==> src/rtl/fdc_host_pkg.sv <==
package fdc_host_pkg;

    localparam int unsigned BYTE_W = 8;

    typedef enum logic [2:0] {
        PSEL_NONE,
        PSEL_CHIP,
        PSEL_BOARD1,
        PSEL_BOARD2,
        PSEL_BANK
    } port_sel_e;

    typedef struct packed {
        logic       auto_wait;
        logic       dbl_den;
        logic       motor;
        logic       mini;
        logic [3:0] drv;
    } ctl1_t;

    typedef struct packed {
        logic fw_en;
        logic side0;
        logic fast_seek;
        logic eject;
    } ctl2_t;

    typedef struct packed {
        logic drq;
        logic intrq;
        logic hld;
        logic boot;
        logic two_sided_n;
        logic index_n;
        logic wprot_n;
        logic trk00;
    } sense_t;

    function automatic ctl2_t decode_ctl2(input logic [BYTE_W-1:0] d);
        ctl2_t c;
        c.fw_en     = d[7];
        c.side0     = d[6];
        c.fast_seek = d[4];
        c.eject     = d[2];
        return c;
    endfunction

    function automatic logic [BYTE_W-1:0] build_stat1(input sense_t s, input ctl1_t c);
        return {s.drq, s.boot, s.hld, c.drv, s.intrq};
    endfunction

    function automatic logic [BYTE_W-1:0] build_stat2(input sense_t s, input ctl1_t c1,
                                                      input ctl2_t c2);
        return {s.drq, s.two_sided_n, c1.dbl_den, s.index_n,
                c2.side0, s.wprot_n, c1.mini, s.trk00};
    endfunction

endpackage

==> src/rtl/fdc_port_decode.sv <==
module fdc_port_decode
    import fdc_host_pkg::*;
#(
    parameter int unsigned       ADDR_W     = 8,
    parameter logic [ADDR_W-1:0] CHIP_BASE  = 8'h30,
    parameter logic [ADDR_W-1:0] BOARD1_ADR = 8'h34,
    parameter logic [ADDR_W-1:0] BOARD2_ADR = 8'h35,
    parameter logic [ADDR_W-1:0] BANK_ADR   = 8'h40,
    parameter logic [1:0]        DATA_OFS   = 2'd3
) (
    input  logic [ADDR_W-1:0] addr,
    input  logic              rd,
    input  logic              wr,
    output port_sel_e         sel,
    output logic              chip_sel,
    output logic              data_access
);
    localparam int unsigned HI_W = ADDR_W - 2;

    logic in_chip;

    always_comb begin
        in_chip = (addr[ADDR_W-1:2] == CHIP_BASE[ADDR_W-1:2]);
        if (in_chip)                  sel = PSEL_CHIP;
        else if (addr == BOARD1_ADR)  sel = PSEL_BOARD1;
        else if (addr == BOARD2_ADR)  sel = PSEL_BOARD2;
        else if (addr == BANK_ADR)    sel = PSEL_BANK;
        else                          sel = PSEL_NONE;
        chip_sel    = in_chip && (rd || wr);
        data_access = chip_sel && (addr[1:0] == DATA_OFS) && (HI_W > 0);
    end
endmodule

==> src/rtl/fdc_ctl_regs.sv <==
module fdc_ctl_regs
    import fdc_host_pkg::*;
(
    input  logic              clk,
    input  logic              rst,
    input  logic              wr,
    input  port_sel_e         sel,
    input  logic [BYTE_W-1:0] wdata,
    input  logic              intrq,
    input  logic              rom_strap,
    output ctl1_t             ctl1,
    output ctl2_t             ctl2,
    output logic              bank_en,
    output logic              fw_kill
);
    logic intrq_q;
    logic intrq_rise;

    assign intrq_rise = intrq && !intrq_q;

    always_ff @(posedge clk) begin
        if (rst) begin
            intrq_q <= 1'b0;
            ctl1    <= '0;
            ctl2    <= '0;
            bank_en <= 1'b0;
            fw_kill <= 1'b0;
        end else begin
            intrq_q <= intrq;
            if (wr && sel == PSEL_BOARD1) ctl1 <= ctl1_t'(wdata);
            if (intrq_rise)               ctl1.auto_wait <= 1'b0;
            if (wr && sel == PSEL_BOARD2) ctl2 <= decode_ctl2(wdata);
            if (wr && sel == PSEL_BANK) begin
                bank_en <= wdata[0];
                if (rom_strap) fw_kill <= 1'b1;
            end
        end
    end
endmodule

==> src/rtl/fdc_read_mux.sv <==
module fdc_read_mux
    import fdc_host_pkg::*;
(
    input  port_sel_e         sel,
    input  logic [BYTE_W-1:0] chip_data,
    input  sense_t            sense,
    input  ctl1_t             ctl1,
    input  ctl2_t             ctl2,
    output logic [BYTE_W-1:0] rdata
);
    always_comb begin
        unique case (sel)
            PSEL_CHIP:   rdata = chip_data;
            PSEL_BOARD1: rdata = build_stat1(sense, ctl1);
            PSEL_BOARD2: rdata = build_stat2(sense, ctl1, ctl2);
            default:     rdata = '1;
        endcase
    end
endmodule

==> src/rtl/fdc_host_regs.sv <==
module fdc_host_regs
    import fdc_host_pkg::*;
(
    input  logic       clk,
    input  logic       rst,
    input  logic [7:0] bus_addr,
    input  logic       bus_rd,
    input  logic       bus_wr,
    input  logic [7:0] bus_wdata,
    output logic [7:0] bus_rdata,
    output logic       cpu_wait,
    output logic       fdc_sel,
    output logic [1:0] fdc_reg,
    input  logic [7:0] fdc_rdata,
    input  logic       fdc_drq,
    input  logic       fdc_intrq,
    input  logic       fdc_hld,
    input  logic       boot_jumper,
    input  logic       two_sided_n,
    input  logic       index_n,
    input  logic       wprot_n,
    input  logic       trk00,
    input  logic       rom_strap,
    output logic [3:0] drive_sel,
    output logic       motor_on,
    output logic       dbl_density,
    output logic       mini_mode,
    output logic       side0_sel,
    output logic       fast_seek,
    output logic       remote_eject,
    output logic       fw_enable,
    output logic       board_enable,
    output logic       fw_disabled
);
    port_sel_e sel;
    logic      data_access;
    ctl1_t     ctl1_q;
    ctl2_t     ctl2_q;
    sense_t    sense;

    fdc_port_decode u_dec (
        .addr        (bus_addr),
        .rd          (bus_rd),
        .wr          (bus_wr),
        .sel         (sel),
        .chip_sel    (fdc_sel),
        .data_access (data_access)
    );

    fdc_ctl_regs u_regs (
        .clk       (clk),
        .rst       (rst),
        .wr        (bus_wr),
        .sel       (sel),
        .wdata     (bus_wdata),
        .intrq     (fdc_intrq),
        .rom_strap (rom_strap),
        .ctl1      (ctl1_q),
        .ctl2      (ctl2_q),
        .bank_en   (board_enable),
        .fw_kill   (fw_disabled)
    );

    always_comb begin
        sense.drq         = fdc_drq;
        sense.intrq       = fdc_intrq;
        sense.hld         = fdc_hld;
        sense.boot        = boot_jumper;
        sense.two_sided_n = two_sided_n;
        sense.index_n     = index_n;
        sense.wprot_n     = wprot_n;
        sense.trk00       = trk00;
    end

    fdc_read_mux u_mux (
        .sel       (sel),
        .chip_data (fdc_rdata),
        .sense     (sense),
        .ctl1      (ctl1_q),
        .ctl2      (ctl2_q),
        .rdata     (bus_rdata)
    );

    assign fdc_reg      = bus_addr[1:0];
    assign cpu_wait     = ctl1_q.auto_wait && data_access && !fdc_drq;
    assign drive_sel    = ctl1_q.drv;
    assign motor_on     = ctl1_q.motor;
    assign dbl_density  = ctl1_q.dbl_den;
    assign mini_mode    = ctl1_q.mini;
    assign side0_sel    = ctl2_q.side0;
    assign fast_seek    = ctl2_q.fast_seek;
    assign remote_eject = ctl2_q.eject;
    assign fw_enable    = ctl2_q.fw_en && !fw_disabled;
endmodule

==> config.mk <==
export PLATFORM = sky130hd
export DESIGN_NAME = fdc_host_regs
export DESIGN_NICKNAME = d
export VERILOG_FILES = /design/src/rtl/fdc_host_pkg.sv /design/src/rtl/fdc_port_decode.sv /design/src/rtl/fdc_ctl_regs.sv /design/src/rtl/fdc_read_mux.sv /design/src/rtl/fdc_host_regs.sv
export SDC_FILE = /design/constraint.sdc
export NUM_CORES = 1
export LEC_CHECK = 0
export BUFFER_PORTS_ARGS = -buffer_cell sky130_fd_sc_hd__buf_2
export CAP_MARGIN = 25
export CORE_MARGIN = 1.5
export CORE_UTILIZATION = 43
export DETAILED_ROUTE_END_ITERATION = 10
export PLACE_DENSITY = 0.83
export SETUP_SLACK_MARGIN = 0.4
export SLEW_MARGIN = 20
export SYNTH_ARGS = -nofsm -noshare
export SYNTH_HDL_FRONTEND = slang
export SYNTH_HIERARCHICAL = 1
export SYNTH_SLANG_ARGS = --single-unit
export TNS_END_PERCENT = 1
==> constraint.sdc <==
create_clock -name clk -period 5.95 [get_ports clk]
set_input_delay 0.595 -clock clk [delete_from_list [all_inputs] [get_ports clk]]
set_output_delay 0.595 -clock clk [all_outputs]
set_load 0.005 [all_outputs]
# == After elaboration in Yosys (flattened, before gate mapping) ==
# Cells that the tools add are included.
# totals
ff_bits,15
inputBits,37
out_inout_bits,25
wordCells,41
# classes
eq_ne,9
mux,5
n_reduce_logical,15
# op_table
op,n
$pmux 8 s3,1
$eq 8x6->1 const B,2
$mux 3,4
$logic_and 1x1->1,9
$eq 8x7->1 const B,1
$eq 3x2->1 const B,2
$eq 6x4->1 const B,1
$eq 3x1->1 const B,1
$eq 3x3->1 const B,1
$logic_not 1->1,3
$eq 2x2->1 const B,1
$reduce_and 2->1,1
$reduce_or 2->1,1
$logic_or 1x1->1,1

# == Longest topological paths before layout ==
# depth
word_depth,8
depth_mapped,6
ltp_nobuf,5

# == By module ==
# Netlist, hierarchy kept.
# by_module_without_submodules
mod,instances,cells_per_inst,area_per_inst_um2
fdc_ctl_regs,1,50,555.5
fdc_read_mux,1,21,227.7
fdc_port_decode,1,12,91.3
fdc_host_regs,1,4,30.0

# == Worst setup path before layout ==
# OpenSTA, ideal clock, no wires.
# synth_path
kind,input port to output port
startpoint,input bus_addr[1]
endpoint,output bus_rdata[1]
arrival_ns,2.152
required_time_ns,5.355
path_slack_ns,3.203
stages,5
cell_sequence,nand2b_1 > a2111oi_0 > buf_6 > mux2_4 > o32a_1
# synth_rtl
item,line_no,text
from (decl),fdc_host_regs.sv:6,"input logic [7:0] bus_addr,"
$eq 8x6->1,fdc_port_decode.sv:26,else if (addr == BOARD2_ADR) sel = PSEL_BOARD2;
$mux 3,fdc_port_decode.sv:26,
$mux 3 (*),fdc_port_decode.sv:25,else if (addr == BOARD1_ADR) sel = PSEL_BOARD1;
$mux 3 (*),fdc_port_decode.sv:24,if (in_chip) sel = PSEL_CHIP;
via sel[0],fdc_host_regs.sv:35,port_sel_e sel;
$eq 3x2->1 / $eq 3x1->1 (equally long branches),fdc_read_mux.sv:12,unique case (sel)
$pmux 8 s3 (*),fdc_read_mux.sv:12,
to (decl),fdc_host_regs.sv:10,"output logic [7:0] bus_rdata,"
# Mark *: on every way through the listed nets, which the timed path passes. The rest lies on a longest branch.

# == Worst setup path after layout ==
# layout_path
startpoint,input bus_addr[6]
endpoint,output bus_rdata[4]
# layout_rtl
item,line_no
$eq 8x6->1,fdc_port_decode.sv:26
$mux 3,fdc_port_decode.sv:26
$mux 3,fdc_port_decode.sv:25
$mux 3 (*),fdc_port_decode.sv:24
via sel[1],fdc_host_regs.sv:35
$eq 3x2->1 / $eq 3x1->1 (equally long branches),fdc_read_mux.sv:12
$pmux 8 s3 (*),fdc_read_mux.sv:12
# Marks and branches as above.

==> results.json <==
{
  "pwr-share-comb_pct": 13.9,
  "route.vias.total": 895,
  "wirelength_um": 2280,
  "grt_usage_pct": 20.0,
  "post-route-min-period_ns": 2.97,
  "power_density_nw_per_um2": 150,
  "grt_start_max_net_pins": 16,
  "power_leakage_uw": 0.000573,
  "cts_max_path_buffers": 2,
  "fmax_mhz": 336,
  "critical_path_class": "in2out",
  "grt_overflow": 0,
  "drt-pass1-iter-count": 4,
  "max_stage_delay_ns": 0.75,
  "synth_top_flop_cell": "dfxtp_1",
  "fp-row-count": 16,
  "drive_gt1_share_pct": 53.7,
  "dpl_worst_slack_ns": 3.02,
  "power.internal_uw": 141,
  "hold_depth": 2,
  "min-delay-start": "u_regs/intrq_q",
  "via_per_inst": 5.14,
  "arrival_ns": 2.38,
  "grt_pass1_vias": 842,
  "final_core_util_pct": 63.1,
  "synth_edf_count": 0,
  "clkTransAtPathRegs_ns": 0.09,
  "ys_ff_latch": 15,
  "fin_ws_ns": 2.98,
  "final_common_cell": "buf_2",
  "maxSlewHeadroom_pct": 42.2,
  "syn_area_sq_um": 905,
  "layout_common_cells": "buf_2 (61), dfxtp_1 (15), nor2_1 (14), mux2i_1 (13)",
  "ios": 62,
  "seq_power_share_pct": 54.4,
  "dp_hpwl_um": 1760,
  "synth_area_leaders": "dfxtp_1 (33%), mux2i_1 (14%), mux2_4 (12%)",
  "dieArea_sq_um": 2390,
  "p_sw_share_pct": 23.9,
  "status": "completed",
  "worst_pin_slew_ns": 0.859,
  "synth-seq-area-share_pct": 33.2,
  "cp-end-kind": "output pin",
  "clock_sinks": 15,
  "power_frac_clock_pct": 31.7,
  "fin_hold_ws_ns": 0.485,
  "ys_types": 28,
  "hold_viol": 0,
  "area_growth_pct": 36.8,
  "critPathRequiredTime_ns": 5.36,
  "grt_setup_unrepaired": "no",
  "die-width_um": 48.9,
  "worstPathMaxFanout": 7,
  "core_sq_um": 1960,
  "slew_violations": 0,
  "ir_worst_vdd_uv": 151,
  "cts_inserted_buffers": 3,
  "synth_warnings": 6,
  "finalSetupViolCount": 0,
  "clkLatencyLatePin_ns": 0.29,
  "n_antenna_cell": 0,
  "path_cells": "buf_2, nand3b_1, nor4_1, nand2b_1, o32a_1, buf_2",
  "cts_resized": 0,
  "crit_top_cell": "buf_2",
  "yosysTopAreaCell": "dfxtp_1",
  "htreeDepth": 1,
  "reg2reg_from": "u_regs/ctl1[7]",
  "drcViolationCount": 0,
  "syn_inst": 87,
  "ant_nets": 0,
  "min_path_type": "reg2reg",
  "layout.nets": 185,
  "holdPathEnd": "u_regs/ctl1[7]",
  "ctsHoldBuffers": 0,
  "fin_crit_sh_pct": 50.0,
  "root_buffer": "clkbuf_4",
  "synth_top_area_share_pct": 33.2,
  "cp_slowest_cell": "nor4_1",
  "syn_avg_cell_area_sq_um": 10.4,
  "ff2ff_path_depth": 2,
  "cts_tree": "yes",
  "die_h_um": 48.9,
  "wl_per_cell_um": 13.1,
  "antenna_found_initial": 0,
  "reg2reg_slack_ns": 5.31,
  "fin_worst_skew_ns": 0.000403,
  "io_buffers": 61,
  "postCtsSetupBuffers": 0,
  "drt_iter0_markers": 13,
  "synthesis.nets": 124,
  "grt_pass1_wl_um": 3800,
  "finalSetupTns_ns": 0,
  "gp_routability_congestion": 0.841,
  "synthArstFlopShare_pct": 0,
  "cap_violations": 0,
  "start_util_pct": 46.1,
  "p_sw_uw": 44.3,
  "cp-start-kind": "primary input",
  "rr_endpoint": "u_regs/ctl1[7]"
}
## flip-flops by register name, indices dropped and copies added, names as in the netlist
| signal | cells |
|---|---|
| u_regs/bank_en | 1 |
| u_regs/ctl1 | 8 |
| u_regs/ctl2 | 4 |
| u_regs/fw_kill | 1 |
| u_regs/intrq_q | 1 |
## synth_stat cells, types with 2 or more instances
library cell	count
nor3_2	2
buf_4	2
nand2b_1	3
o32a_1	7
buf_6	2
nor2b_1	4
mux2i_1	13
mux2_4	7
dfxtp_1	15
nor2_1	14
## routing by layer
metal / vias to the layer above / global-route usage [%] / share of wire [%]
met2: 44 / 35.6 / 50
met1: 405 / 23.7 / 41
met5: - / 0 / 0
met3: 2 / 3.37 / 7.4
li1: 444 / - / -
met4: 0 / 8.10 / 1.4
## power groups by stage
| stage | registers (uW) | logic [uW] | clock network, uW |
|---|---|---|---|
| finish | 101 | 25.7 | 58.7 |
| global route | 101 | 28.1 | 64.8 |
| CTS | 101 | 25.7 | 59.7 |
| detailed placement | 103 | 25.4 | 0 |
| global placement | 103 | 24.5 | 0 |
| floorplan | 103 | 9.47 | 0 |
## critical path, delay by kind of cell
kind	cells	cell delay, ns
buffers and inverters	2	0.24
AND/OR/NAND/NOR	3	1.31
AO/OA/AOI/OAI	1	0.24
## worst max path at each step
stage / end / startpoint
5_1_grt: bus_rdata[1] / bus_addr[6]
2_1_floorplan: bus_rdata[1] / bus_addr[1]
4_1_cts: bus_rdata[0] / bus_addr[0]
6_report: bus_rdata[4] / bus_addr[6]
3_5_place_dp: bus_rdata[0] / bus_addr[0]
3_3_place_gp: bus_rdata[1] / bus_addr[6]
## stage by stage
stage | cells | total power [uW] | instance area (sq um)
2_1_floorplan | 87 | 113 | 905
3_3_place_gp | 170 | 128 | 1210
3_5_place_dp | 170 | 129 | 1210
4_1_cts | 174 | 186 | 1240
5_1_grt | 174 | 194 | 1240
6_report | 174 | 185 | 1240
## area by class of cell
type	instances	area, sq um
Fill cell	184	724
Multi-Input combinational cell	66	564
Timing Repair Buffer	62	313
Sequential cell	15	300
Tap cell	27	33.8
Clock buffer	4	26.3
## kinds of logic after synthesis
group / count (synthesis) / synth area share [%]
buffers and inverters: 6 / 5.12
AOI/OAI and AO/OA: 10 / 10.1
DFF: 15 / 33.2
and+or+nand+nor: 36 / 25.6
muxes: 20 / 26.0
Power figures use the tool's default switching activity.
